==> src/rtl/gpio_port_pkg.sv <==
package gpio_port_pkg;

    // Register selection produced by the address decoder
    typedef enum logic [2:0] {
        SEL_DATA = 3'd0,
        SEL_SET  = 3'd1,
        SEL_CLR  = 3'd2,
        SEL_TGL  = 3'd3,
        SEL_IN   = 3'd4,
        SEL_DIR  = 3'd5,
        SEL_NONE = 3'd7
    } reg_sel_e;

    localparam int unsigned REG_COUNT = 6;

endpackage

==> src/rtl/gpio_addr_dec.sv <==
module gpio_addr_dec
    import gpio_port_pkg::*;
#(
    parameter int unsigned ADDR_W = 8
) (
    input  logic [ADDR_W-1:0] addr,
    output reg_sel_e          sel
);
    localparam int unsigned IDX_W = ADDR_W - 2;

    logic [IDX_W-1:0] idx;
    logic             unused_lsb;

    assign idx        = addr[ADDR_W-1:2];
    assign unused_lsb = ^addr[1:0];

    always_comb begin
        case (idx)
            IDX_W'(0): sel = SEL_DATA;
            IDX_W'(1): sel = SEL_SET;
            IDX_W'(2): sel = SEL_CLR;
            IDX_W'(3): sel = SEL_TGL;
            IDX_W'(4): sel = SEL_IN;
            IDX_W'(5): sel = SEL_DIR;
            default:   sel = SEL_NONE;
        endcase
    end
endmodule

==> src/rtl/gpio_out_reg.sv <==
module gpio_out_reg
    import gpio_port_pkg::*;
#(
    parameter int unsigned         NPINS     = 32,
    parameter logic [NPINS-1:0]    IMPL_MASK = '1
) (
    input  logic             clk,
    input  logic             rst_n,
    input  logic             wr_en,
    input  reg_sel_e         sel,
    input  logic [NPINS-1:0] wdata,
    output logic [NPINS-1:0] data_q,
    output logic [NPINS-1:0] dir_q
);
    logic [NPINS-1:0] wmask;
    assign wmask = wdata & IMPL_MASK;

    always_ff @(posedge clk) begin
        if (!rst_n) begin
            data_q <= '0;
            dir_q  <= '0;
        end else if (wr_en) begin
            unique case (sel)
                SEL_DATA: data_q <= wmask;
                SEL_SET:  data_q <= data_q | wmask;
                SEL_CLR:  data_q <= data_q & ~wdata;
                SEL_TGL:  data_q <= data_q ^ wmask;
                SEL_DIR:  dir_q  <= wmask;
                default:  begin end
            endcase
        end
    end

    // written ones are set afterwards
    a_r3_set_bits: assert property (@(posedge clk) disable iff (!rst_n)
        (wr_en && sel == SEL_SET) |=>
            ((data_q & $past(wmask)) == $past(wmask)));

    // written ones are clear afterwards, other bits untouched
    a_r4_clear_bits: assert property (@(posedge clk) disable iff (!rst_n)
        (wr_en && sel == SEL_CLR) |=>
            ((data_q & $past(wdata)) == '0 &&
             (data_q & ~$past(wdata)) == ($past(data_q) & ~$past(wdata))));

    // toggle inverts only selected implemented bits
    a_r5_toggle_bits: assert property (@(posedge clk) disable iff (!rst_n)
        (wr_en && sel == SEL_TGL) |=>
            (data_q == ($past(data_q) ^ $past(wmask))));

    // writes to the input word or unmapped offsets change nothing
    a_r11_no_side_effect: assert property (@(posedge clk) disable iff (!rst_n)
        (wr_en && (sel == SEL_IN || sel == SEL_NONE)) |=>
            ($stable(data_q) && $stable(dir_q)));

    // unimplemented bits never become set
    a_r2_impl_only: assert property (@(posedge clk) disable iff (!rst_n)
        ((data_q & ~IMPL_MASK) == '0 && (dir_q & ~IMPL_MASK) == '0));
endmodule

==> src/rtl/gpio_in_sync.sv <==
module gpio_in_sync #(
    parameter int unsigned NPINS       = 32,
    parameter int unsigned SYNC_STAGES = 2
) (
    input  logic             clk,
    input  logic             rst_n,
    input  logic             cap_en,
    input  logic [NPINS-1:0] pin_in,
    output logic [NPINS-1:0] in_q
);
    logic [NPINS-1:0] stage [SYNC_STAGES];

    for (genvar g = 0; g < SYNC_STAGES; g++) begin : g_sync
        if (g == 0) begin : g_first
            always_ff @(posedge clk) begin
                if (!rst_n) stage[0] <= '0;
                else        stage[0] <= pin_in;
            end
        end else begin : g_next
            always_ff @(posedge clk) begin
                if (!rst_n) stage[g] <= '0;
                else        stage[g] <= stage[g-1];
            end
        end
    end

    // Track mode loads every edge, hold mode keeps the last value
    always_ff @(posedge clk) begin
        if (!rst_n)      in_q <= '0;
        else if (cap_en) in_q <= stage[SYNC_STAGES-1];
    end

    // hold mode freezes the captured word
    a_r10_hold: assert property (@(posedge clk) disable iff (!rst_n)
        !cap_en |=> $stable(in_q));

    // track mode loads the last synchroniser stage
    a_r8_track: assert property (@(posedge clk) disable iff (!rst_n)
        cap_en |=> (in_q == $past(stage[SYNC_STAGES-1])));
endmodule

==> src/rtl/gpio_port_ctrl.sv <==
module gpio_port_ctrl
    import gpio_port_pkg::*;
#(
    parameter int unsigned      NPINS       = 32,
    parameter int unsigned      ADDR_W      = 8,
    parameter int unsigned      SYNC_STAGES = 2,
    parameter logic [NPINS-1:0] IMPL_MASK   = 32'h00FF_FFFF
) (
    input  logic              clk,
    input  logic              rst_n,
    input  logic              bus_valid,
    input  logic              bus_write,
    input  logic [ADDR_W-1:0] bus_addr,
    input  logic [NPINS-1:0]  bus_wdata,
    output logic [NPINS-1:0]  bus_rdata,
    input  logic [NPINS-1:0]  pin_in,
    input  logic [NPINS-1:0]  pin_digital,
    input  logic              port_en,
    output logic [NPINS-1:0]  pin_out,
    output logic [NPINS-1:0]  pin_oe
);
    reg_sel_e         sel;
    logic             wr_en;
    logic [NPINS-1:0] data_q;
    logic [NPINS-1:0] dir_q;
    logic [NPINS-1:0] in_q;

    assign wr_en = bus_valid && bus_write;

    gpio_addr_dec #(.ADDR_W(ADDR_W)) u_dec (
        .addr (bus_addr),
        .sel  (sel)
    );

    gpio_out_reg #(.NPINS(NPINS), .IMPL_MASK(IMPL_MASK)) u_out (
        .clk    (clk),
        .rst_n  (rst_n),
        .wr_en  (wr_en),
        .sel    (sel),
        .wdata  (bus_wdata),
        .data_q (data_q),
        .dir_q  (dir_q)
    );

    gpio_in_sync #(.NPINS(NPINS), .SYNC_STAGES(SYNC_STAGES)) u_in (
        .clk    (clk),
        .rst_n  (rst_n),
        .cap_en (port_en),
        .pin_in (pin_in),
        .in_q   (in_q)
    );

    assign pin_oe  = dir_q;
    assign pin_out = data_q & dir_q;

    always_comb begin
        bus_rdata = '0;
        if (bus_valid) begin
            unique case (sel)
                SEL_DATA: bus_rdata = data_q;
                SEL_IN:   bus_rdata = in_q & pin_digital & IMPL_MASK;
                SEL_DIR:  bus_rdata = dir_q;
                default:  bus_rdata = '0;
            endcase
        end
    end

    // alias offsets read zero
    a_r6_alias_zero: assert property (@(posedge clk) disable iff (!rst_n)
        (bus_valid && (sel == SEL_SET || sel == SEL_CLR || sel == SEL_TGL))
            |-> (bus_rdata == '0));

    // a pin is never driven high unless enabled as output
    a_r7_drive_gated: assert property (@(posedge clk) disable iff (!rst_n)
        ((pin_out & ~pin_oe) == '0));

    // input read never shows non-digital or missing pins
    a_r9_input_mask: assert property (@(posedge clk) disable iff (!rst_n)
        (bus_valid && sel == SEL_IN) |->
            ((bus_rdata & ~(pin_digital & IMPL_MASK)) == '0));

    // unmapped offsets read zero
    a_r11_unmapped_zero: assert property (@(posedge clk) disable iff (!rst_n)
        (bus_valid && sel == SEL_NONE) |-> (bus_rdata == '0));
endmodule

==> config.mk <==
export PLATFORM = sky130hd
export DESIGN_NAME = gpio_port_ctrl
export DESIGN_NICKNAME = d
export VERILOG_FILES = /design/src/rtl/gpio_port_pkg.sv /design/src/rtl/gpio_addr_dec.sv /design/src/rtl/gpio_out_reg.sv /design/src/rtl/gpio_in_sync.sv /design/src/rtl/gpio_port_ctrl.sv
export SDC_FILE = /design/constraint.sdc
export NUM_CORES = 1
export LEC_CHECK = 0
export BUFFER_PORTS_ARGS = -buffer_cell sky130_fd_sc_hd__buf_2
export CORE_UTILIZATION = 25
export CTS_BUF_LIST = sky130_fd_sc_hd__clkbuf_16
export CTS_CLUSTER_DIAMETER = 80
export DETAILED_ROUTE_END_ITERATION = 8
export SYNTH_ARGS = -nofsm -noshare
export SYNTH_HDL_FRONTEND = slang
export SYNTH_HIERARCHICAL = 1
export SYNTH_SLANG_ARGS = --single-unit
export TNS_END_PERCENT = 100
==> constraint.sdc <==
create_clock -name clk -period 1.6 [get_ports clk]
set_input_delay 0.16 -clock clk [delete_from_list [all_inputs] [get_ports clk]]
set_output_delay 0.16 -clock clk [all_outputs]
set_load 0.1 [all_outputs]
==> metrics.md, run 1 <==
| Metric | Value |
|---|---|
| Run status | complete, but fails checks |
| Violated checks | setup timing |
| Site Rows | 60 |
| Post-placement cell count | between 1k and 1.5k |
| First-pass GRT wire length | roughly 34000 um |
| Met3 Track Usage GR | 2.22% |
| Gate count after technology mapping | 762 |
| Antenna-violating nets left | 0 |
| Number of buffers created by CTS | 17 |
| Die extent in y | 168 um |
| Standby leakage power | between 4 and 5 nW |
| Yosys Warn Count | 6 |
| Critical path peak fanout | 24 |
| Maximum number of pins on one net before global-route repair | 98 |
| Avg Inst Size Synth | 9.01 um^2 |
| Final hold viol count | 0 |
| Startpoint-to-endpoint class of the critical path | primary input to primary output |
| Required time of the worst setup path | 1.44 ns |
| Die X | ~170 um |
| Starting Density | about a quarter |
| I/O pin count | approximately 210 |
| Startpoint kind of the worst setup timing path | primary input |
| Total cell area at the placement stage | about 0.0094 mm^2 |
| Layout net count | 1146 |
| Die Area | 0.0281 mm^2 |
| Cell area after synthesis | 0.00687 mm^2 |
| Via count of the first global-routing pass | roughly 6k |
| Final non-filler cell area | roughly 0.011 mm^2 |
| Source-to-sink clock delay at the later pin of the worst-skew pair | 0.42 ns |
| TritonCTS clock tree | built |
| Initial detailed-routing violation count | around 280 |
| Detailed-route vias per instance | approximately 4.5 |
| Total Power Consumption | 8.04 mW |
| Count of unresolved DRC violations after routing | 0 |
| H-tree levels | 4 |
| Non-filler instance count after layout | ~1.3k |
| Area delta synth->final | 53.7% |
| Max-slew violations | 0 |
| Via count of the routed design | between 6k and 7k |
| Arr. time, crit path | approximately 1.7 ns |
| Aggregate global routing overflow | 0 |
| Average routed wire per standard cell | 16.5 um |
| Post-Route Skew | approximately 0.011 ns |
| Class of the most critical hold timing path | primary input to flop |
| Core area | around 0.027 mm^2 |
| Type of element capturing the critical path | primary output |
| Final period util | 119% |
| Antenna violations before repair | 2 |
| CTS sink count | ~130 |
| Max Cap Violations | 0 |
| Post-route setup slack | -0.303 ns |
| Clock-pin slew on the worst setup and hold paths | 0.06 ns |
| CTS Root Cell | clkbuf_16 |
| Peak clock frequency supported by timing | approximately 0.53 GHz |
| Setup-violating endpoint count in the final report | 32 |
| Number of detailed-routing iterations run before antenna repair | 4 |
| Longest Clk Path Bufs | 2 |
| Maximum resistive drop on vdd | 0.510 mV |
| Final critical delay including setup and external delays | roughly 1.9 ns |
| Worst slack after detailed placement | -0.336 ns |
| Number of fill cells in the layout | between 2k and 3k |
| Met1 track demand over resource in global routing | 22.0% |
| GRT Util Overall | 15.9% |
| Hold Path Depth | 3 |
| Global routing usage on met2 | between 20% and 30% |
| Pin slew with the least headroom to its limit | slightly below 1 ns |
| Total negative slack for setup checks | -8.49 ns |
| HPWL reported at the end of detailed placement | between 15000 and 20000 um |
| Remaining max-slew budget at the tightest pin | roughly a third |
| Global-route layer with the greatest usage | met2 |
| Unrepaired setup endpoints after global routing | yes |
| Depth of the most critical reg-to-reg path | 5 |
| Weighted congestion reported at the end of routability-driven placement | approximately 0.76 |
| Share of final-layout standard cells stronger than drive strength 1 | between 30% and 40% |
| Port Buffer Count | 170 |
| Total Routed Length | between 20000 and 25000 um |
| Power Dens Cells | about 760 mW/mm^2 |
[routing by layer]
layer | wire length [um] | vias to the layer above
li1 | - | 3047
met1 | 11300 | 2871
met2 | 9980 | 135
met3 | 601 | 23
met4 | 343 | 0
met5 | 0 | -
[worst paths after layout]
| path | startpoint | endpoint | slack (ns) |
|---|---|---|---|
| worst min-delay path | bus_wdata[6] | u_out/dir_q[6] | 0.02 |
| worst max register to register | u_out/data_q[22] | u_out/data_q[22] | 0.26 |
| worst min register to register | u_in/stage[0][12] | u_in/stage[1][12] | 0.43 |
| worst max-delay path | bus_addr[6] | bus_rdata[0] | -0.30 |
[sequential cells by signal (all words and copies together), names as in the netlist]
signal / count
u_in/in_q: 24
u_in/stage: 48
u_out/data_q: 32
u_out/dir_q: 24
[cells in the final DEF (no fill, tap or decap), types with 16 or more instances in the layout]
cell	instances
inv_1	51
buf_4	46
nand2_1	48
nor2b_1	24
clkbuf_16	17
a31oi_4	24
dfxtp_1	104
clkbuf_4	16
and2_2	24
a211o_1	24
and2_1	57
or3b_4	32
buf_2	112
dlygate4sd3_1	43
a21boi_1	20
nand4b_1	26
buf_12	46
a211oi_1	24
nor2_1	48
nand3_1	32
dfxtp_2	24
mux2i_1	48
ha_1	48
[where the power goes]
| part | switching, mW | internal [mW] | leakage [nW] |
|---|---|---|---|
| clock network | 1.59 | 2.32 | 0.293 |
| registers | 0.0344 | 3.27 | 1.06 |
| logic | 0.466 | 0.359 | 3.28 |
| total | 2.09 | 5.94 | 4.63 |
[stage by stage]
step,hold WS [ns],utilization [%]
5_1_grt,0.0155,39.2
2_1_floorplan,0.287,-
3_3_place_gp,0.368,34.7
3_5_place_dp,0.369,34.7
4_1_cts,0.00633,38.9
6_report,0.0248,39.2
[what timing repair did]
item / 4_1_cts / 5_1_grt
gates cloned: 0 / 0
endpoints found under the setup margin: 38 / 48
hold buffers: 43 / 0
buffers inserted: 1 / 1
gates resized for setup: 29 / 29
pin swaps: 6 / 5
endpoints found under the hold margin: 43 / 0
[layout make-up]
class	count	area, um^2	share of cell area (%)
Clock buffer	17	425	4.03
Antenna cell	2	5.00	0.0474
Sequential cell	128	2590	24.6
Tap cell	341	427	4.04
Timing Repair Buffer	267	2420	22.9
Inverter	49	184	1.74
Multi-Input combinational cell	526	4340	41.1
Clock inverter	15	161	1.53
[worst max-delay path, cell delays in order]
cell and delay (ns):
buf_6 0.09, nor3_4 0.27, buf_6 0.15, nand2b_4 0.08, buf_12 0.17, or3b_4 0.39
a31oi_4 0.22, buf_12 0.21
Power figures use the tool's default switching activity.
==> inputs of run 2 (changes only) <==
Settings changed: CORE_UTILIZATION 25 to 30.
==> run 2 against run 1 <==
Against the previous run:
- the flow still finishes with violations (setup timing)
- hold slack worse by 0.0031 ns
- design area up 0.76%
- via count up 0.12%
- clock power up 2%
- clock skew down 0.0061 ns
- largest power group unchanged
- critical endpoint is now bus_rdata[11]
- critical path depth unchanged
- final cell count down 4.1%
==> metrics.md, run 2 (synthesis gave the netlist of run 1 again) <==
| Metric | Value |
|---|---|
| Via count of the first global-routing pass | 5801 (-2.6%) |
| Number of buffers created by CTS | 17 (unchanged) |
| Remaining max-slew budget at the tightest pin | 34.6% (+0.16 points) |
| Register bank with the most flops | u_in/stage |
| Maximum resistive drop on vdd | 0.624 mV (+22%) |
| Antenna-violating nets left | 0 (unchanged) |
| Detailed-route vias per instance | 4.72 (+4.4%) |
| Total Power Consumption | 8.13 mW (+1.1%) |
| Power share of the combinational group | 10.3% (about the same) |
| Run status | complete, but fails checks |
| Site Rows | 54 (-10%) |
| Max-slew violations | 0 (unchanged) |
| Worst-case hold slack | 0.0217 ns (-0.00309 ns) |
| Post-Route Skew | 0.00508 ns (-0.00614 ns) |
| Die extent in y | 153 um (-8.6%) |
| Switching part of the total power | 24.8% (-1.3 points) |
| Port Buffer Count | 170 (unchanged) |
| Aggregate global routing overflow | 0 (unchanged) |
| Number of fill cells in the layout | 2072 (-22%) |
| Initial detailed-routing violation count | 301 (+6.7%) |
| TritonCTS clock tree | built |
| Weighted congestion reported at the end of routability-driven placement | 0.807 (+5.8%) |
| Critical path peak fanout | 29 (+21%) |
| Unrepaired setup endpoints after global routing | yes |
| Number of flip-flops in the largest register | 48 (unchanged) |
| Total Routed Length | 21000 um (-5.7%) |
| Net switching power | 2.02 mW (-3.7%) |
| Power Dens Cells | 764 mW/mm^2 (+0.38%) |
| Internal power | 6.11 mW (+2.9%) |
| Biggest registers after layout | u_in/stage (48), u_out/data_q (32) |
| Startpoint-to-endpoint class of the critical path | primary input to primary output |
| H-tree levels | 4 (unchanged) |
| Most frequent standard cell in the layout excluding fill and tap cells | buf_2 |
| GRT Util Overall | 18.1% (+2.2 points) |
| Share of final-layout standard cells stronger than drive strength 1 | 37.5% (+0.20 points) |
| Antenna violations before repair | 0 (-2) |
| CTS Root Cell | clkbuf_16 |
| Final hold viol count | 0 (unchanged) |
| Die Area | 0.0235 mm^2 (-16%) |
| Type of element capturing the critical path | primary output |
| Average routed wire per standard cell | 16.3 um (-1.7%) |
| Maximum number of pins on one net before global-route repair | 100 (+2.0%) |
| Post-placement cell count | 1197 (-5.5%) |
| Class of the most critical hold timing path | primary input to flop |
| Highest cell delay on the worst timing path | 0.41 ns (+0.02 ns) |
| Core area | 0.0222 mm^2 (-18%) |
| Longest Clk Path Bufs | 2 (unchanged) |
| Non-filler instance count after layout | 1290 (-4.1%) |
| Pin slew with the least headroom to its limit | 0.987 ns (-0.00238 ns) |
| Required time of the worst setup path | 1.44 ns (about the same) |
| I/O pin count | 205 (unchanged) |
| Worst slack after detailed placement | -0.346 ns (-0.00952 ns) |
| Count of unresolved DRC violations after routing | 0 (unchanged) |
| Final period util | 120% (+1.0 points) |
| Max Cap Violations | 0 (unchanged) |
| Setup-violating endpoint count in the final report | 32 (unchanged) |
| Most used cells in the layout excluding fill and tap cells | buf_2 (114), dfxtp_1 (103), and2_1 (57) |
| Standby leakage power | 4.72 nW (+2.0%) |
| Critical path cell sequence | buf_6, nor3_4, buf_6, nand2b_4, buf_12, or3b_4, a31oi_4, buf_12 |
| HPWL reported at the end of detailed placement | 14800 um (-5.9%) |
| Number of antenna cells inserted | 0 (-2) |
| Post-route setup slack | -0.319 ns (-0.0160 ns) |
| Clock group share of total power | 49.1% (+0.4 points) |
| Number of detailed-routing iterations run before antenna repair | 4 (unchanged) |
| Area taken by multi-input logic gates | 0.00433 mm^2 (-0.14%) |
| Peak clock frequency supported by timing | 0.521 GHz (-0.83%) |
| Violated checks | setup timing |
| Clock-pin slew on the worst setup and hold paths | 0.06 ns (about the same) |
| Slowest cell on the critical path | or3b_4 |
| Arr. time, crit path | 1.76 ns (+0.02 ns) |
| Critical path buffers and inverters | 4 (unchanged) |
| First-pass GRT wire length | 32700 um (-3.8%) |
| Layout net count | 1154 (+0.70%) |
| CTS sink count | 128 (unchanged) |
| Register area | 0.00259 mm^2 (about the same) |
| Area delta synth->final | 54.9% |
| Part of the total power dissipated in sequential elements | 40.6% (-0.5 points) |
| Largest delay share family, worst path | simple AND/OR/NAND/NOR gates |
| Final critical delay including setup and external delays | 1.92 ns (+0.0160 ns) |
| Die X | 153 um (-8.6%) |
| Slack of the worst reg-to-reg path | 0.29 ns (+0.03 ns) |
| Source-to-sink clock delay at the later pin of the worst-skew pair | 0.42 ns (about the same) |
| Via count of the routed design | 6083 (+0.12%) |
| Starting Density | 31.0% (+5.5 points) |
| Startpoint kind of the worst setup timing path | primary input |
[run 2: changes by cell type in the layout (fill, tap and decap cells not counted), sizes merged, moves of 2 or more]
| cell | before | now |
|---|---|---|
| buf | 208 | 212 |
| dlygate4sd3 | 43 | 45 |
| diode | 2 | 0 |
| inv | 55 | 53 |
| bufbuf | 0 | 2 |
[run 2: worst register-to-register path, cell delays in order (launching register included)]
cell     delay (ns)
dfxtp_1        0.41
inv_1          0.07
ha_1           0.29
mux2i_1        0.13
nor2_1         0.05
a211o_1        0.25
[run 2: worst paths after layout]
| kind | endpoint | startpoint | cells past startpoint |
|---|---|---|---|
| worst max-delay path | bus_rdata[11] | bus_addr[5] | 8 |
| worst min-delay path | u_out/dir_q[6] | bus_wdata[6] | 3 |
| worst max register to register | u_out/data_q[22] | u_out/data_q[22] | 5 |
| worst min register to register | u_in/stage[1][3] | u_in/stage[0][3] | 1 |
[run 2: layout make-up]
cell class | count | share of cell area, %
Tap cell | 280 | 3.29
Timing Repair Buffer | 275 | 24.1
Inverter | 49 | 1.73
Multi-Input combinational cell | 526 | 40.7
Clock buffer | 17 | 4.00
Clock inverter | 15 | 1.74
Sequential cell | 128 | 24.4
[run 2: layer usage]
metal / share of wire (%) / vias up / track usage [%]
met2: 45 / 130 / 28.8
met3: 3.5 / 25 / 4.11
met1: 49 / 2860 / 24.2
li1: - / 3068 / -
met5: 0 / - / 0
met4: 1.7 / 0 / 5.29
[run 2: timing repair]
| action | in CTS | in global routing |
|---|---|---|
| buffers inserted | 12 | 2 |
| gates resized for setup | 46 | 25 |
| endpoints found under the hold margin | 45 | 0 |
| endpoints found under the setup margin | 37 | 49 |
| gates cloned | 3 | 0 |
| hold buffers | 45 | 0 |
| pin swaps | 10 | 4 |
[run 2: per-stage QoR]
stage               util, %  instance area [um^2]  setup TNS [ns]
finish                 48.0                 10600           -9.01
global placement       41.5                  9190          -18.35
detailed placement     41.5                  9190          -21.11
CTS                    47.6                 10600           -8.77
floorplan                 -                  7450           -8.43
global route           48.0                 10600          -10.25
[run 2: power by group through the flow]
stage	logic (mW)	registers (mW)	clock network, mW
2_1_floorplan	0.453	3.39	0
3_3_place_gp	0.693	3.37	0
3_5_place_dp	0.706	3.37	0
4_1_cts	0.832	3.30	4.09
5_1_grt	0.907	3.31	4.24
6_report	0.836	3.30	3.99
==> inputs of run 3 (changes only) <==
Settings changed: GPL_TIMING_DRIVEN from default to 0, SETUP_SLACK_MARGIN from default to 0.05.
==> run 3 against run 2 <==
Against the previous run:
- the flow still finishes with violations (setup timing)
- design area up 0.98%
- die area unchanged
- sequential share of layout area shrank 0.20 points
- power decreased by 2.2%
- register-to-register slack got worse by 0.05 ns
==> metrics.md, run 3 (synthesis gave the netlist of run 1 again) <==
| Metric | Value |
|---|---|
| Run status | complete, but fails checks |
| Violated checks | setup timing |
| Total negative slack for setup checks | -10.02 ns (-1.01 ns) |
| Non-filler instance count after layout | 1316 (+2.0%) |
| Antenna-violating nets left | 0 (unchanged) |
| Via count of the routed design | 6181 (+1.6%) |
| Maximum resistive drop on vdd | 0.723 mV (+16%) |
| Weighted congestion reported at the end of routability-driven placement | 0.802 (-0.62%) |
| Required time of the worst setup path | 1.44 ns (about the same) |
| Remaining max-slew budget at the tightest pin | 34.3% (-0.39 points) |
| Power Dens Cells | 740 mW/mm^2 (-3.1%) |
| Number of detailed-routing iterations run before antenna repair | 4 (unchanged) |
| Hold Path Depth | 3 (unchanged) |
| Clock group share of total power | 47.4% (-1.7 points) |
| Switching part of the total power | 25.2% (+0.43 points) |
| Die Area | 0.0235 mm^2 (unchanged) |
| Post-route setup slack | -0.365 ns (-0.0462 ns) |
| Worst-case hold slack | 0.0169 ns (-0.00479 ns) |
| Total Power Consumption | 7.95 mW (-2.2%) |
| Most used cells in the layout excluding fill and tap cells | buf_2 (129), dfxtp_1 (102), buf_4 (57), and2_1 (57), inv_1 (51) |
| Area taken by multi-input logic gates | 0.00446 mm^2 (+2.9%) |
| Antenna violations before repair | 4 (+4) |
| Average routed wire per standard cell | 17.3 um (+6.4%) |
| Depth of the most critical reg-to-reg path | 6 (+1) |
| Most frequent standard cell in the layout excluding fill and tap cells | buf_2 |
| Net switching power | 2.01 mW (-0.52%) |
| Post-Route Skew | 0.00989 ns (+0.00482 ns) |
| Area delta synth->final | 56.4% |
| Final critical delay including setup and external delays | 1.97 ns (+0.0462 ns) |
| Class of the most critical hold timing path | primary input to flop |
| Power share of the combinational group | 11.1% (+0.8 points) |
| Final period util | 123% (+2.9 points) |
| Share of final-layout standard cells stronger than drive strength 1 | 40.4% (+2.9 points) |
| Internal power | 5.94 mW (-2.8%) |
| Type of element capturing the critical path | primary output |
| Via count of the first global-routing pass | 6070 (+4.6%) |
| Port Buffer Count | 169 (-0.59%) |
| Source-to-sink clock delay at the later pin of the worst-skew pair | 0.42 ns (about the same) |
| Peak clock frequency supported by timing | 0.509 GHz (-2.4%) |
| Number of flip-flops in the largest register | 48 (unchanged) |
| CTS sink count | 128 (unchanged) |
| I/O pin count | 205 (unchanged) |
| Max Cap Violations | 0 (unchanged) |
| Critical path peak fanout | 5 (-83%) |
| Die X | 153 um (unchanged) |
| Maximum number of pins on one net before global-route repair | 17 (-83%) |
| Startpoint kind of the worst setup timing path | primary input |
| Aggregate global routing overflow | 0 (unchanged) |
| Detailed-route vias per instance | 4.70 (-0.40%) |
| Startpoint-to-endpoint class of the critical path | primary input to primary output |
| Starting Density | 31.0% (unchanged) |
| TritonCTS clock tree | built |
| Final non-filler cell area | 0.0107 mm^2 (+0.98%) |
| Count of unresolved DRC violations after routing | 0 (unchanged) |
| Register area | 0.00260 mm^2 (+0.14%) |
| Max-slew violations | 0 (unchanged) |
| Number of fill cells in the layout | 2069 (-0.14%) |
| Part of the total power dissipated in sequential elements | 41.5% (+0.9 points) |
| Unrepaired setup endpoints after global routing | yes |
| Total cell area at the placement stage | 0.00865 mm^2 (-5.8%) |
| Total Routed Length | 22800 um (+8.6%) |
| Final hold viol count | 0 (unchanged) |
| Initial detailed-routing violation count | 335 (+11%) |
| CTS Root Cell | clkbuf_16 |
| Setup-violating endpoint count in the final report | 33 (+3.1%) |
| First-pass GRT wire length | 34400 um (+5.1%) |
| Layout net count | 1179 (+2.2%) |
| Site Rows | 54 (unchanged) |
| Arr. time, crit path | 1.81 ns (+0.05 ns) |
| Core area | 0.0222 mm^2 (unchanged) |
| Standby leakage power | 4.77 nW (+0.96%) |
| GRT Util Overall | 19.2% (+1.1 points) |
| Biggest registers after layout | u_in/stage (48), u_out/data_q (32) |
| Number of buffers created by CTS | 17 (unchanged) |
| Pin slew with the least headroom to its limit | 0.993 ns (+0.00587 ns) |
| H-tree levels | 4 (unchanged) |
| Longest Clk Path Bufs | 2 (unchanged) |
| HPWL reported at the end of detailed placement | 16200 um (+9.4%) |
| Clock-pin slew on the worst setup and hold paths | 0.06 ns (about the same) |
| Post-placement cell count | 1218 (+1.8%) |
| Register bank with the most flops | u_in/stage |
| Die extent in y | 153 um (unchanged) |
-- run 3: cell types whose count changed in the layout (fill, tap and decap cells not counted), sizes merged --
cell	change
clkbuf	-1
diode	+1
dlygate4sd3	-2
bufbuf	-2
bufinv	-1
clkinvlp	+1
buf	+27
nand2	+1
nand2b	+2
-- run 3: worst max-delay path: stages --
cell and delay [ns]:
buf_6 0.10, nor3_4 0.23, buf_6 0.17, nand2_8 0.07, buf_8 0.14, buf_6 0.12
nand4b_1 0.33, a31oi_4 0.27, buf_12 0.20
-- run 3: through the flow --
step | setup WS [ns] | utilization, %
global placement | -0.825 | 39.0
floorplan | -0.275 | -
global route | -0.427 | 48.5
detailed placement | -0.830 | 39.0
finish | -0.365 | 48.5
CTS | -0.333 | 47.5
-- run 3: timing repair --
item	CTS	global route
endpoints found under the hold margin	43	0
hold buffers	43	0
cloned	3	4
resized for setup	221	33
endpoints found under the setup margin	66	81
pin swaps	20	19
buffers inserted	7	8
-- run 3: layer usage --
layer | share of wire, % | up-vias | wire length (um) | global-route usage [%]
li1 | - | 3112 | - | -
met1 | 44 | 2891 | 10000 | 23.6
met2 | 50 | 148 | 11300 | 32.8
met3 | 5.0 | 24 | 1150 | 5.36
met4 | 1.3 | 6 | 307 | 4.95
met5 | 0.14 | - | 32 | 0
-- run 3: layout make-up --
| class | instances | area share [%] |
|---|---|---|
| Antenna cell | 1 | 0.0233 |
| Buffer | 66 | 5.01 |
| Clock buffer | 17 | 3.96 |
| Clock inverter | 15 | 1.36 |
| Inverter | 49 | 1.71 |
| Multi-Input combinational cell | 529 | 41.5 |
| Sequential cell | 128 | 24.2 |
| Tap cell | 280 | 3.26 |
| Timing Repair Buffer | 231 | 19.0 |
-- run 3: power groups by stage --
stage	sequential [mW]	combinational (mW)	clock, mW
3_3_place_gp	3.37	0.700	0
2_1_floorplan	3.39	0.453	0
4_1_cts	3.30	0.852	3.86
6_report	3.30	0.882	3.77
5_1_grt	3.31	0.954	4.01
3_5_place_dp	3.37	0.713	0
-- run 3: final timing paths --
check / startpoint / endpoint / slack [ns]
max: bus_addr[6] / bus_rdata[10] / -0.37
min: bus_wdata[18] / u_out/dir_q[18] / 0.02
max reg2reg: u_out/data_q[0] / u_out/data_q[0] / 0.24
min reg2reg: u_in/stage[0][3] / u_in/stage[1][3] / 0.43
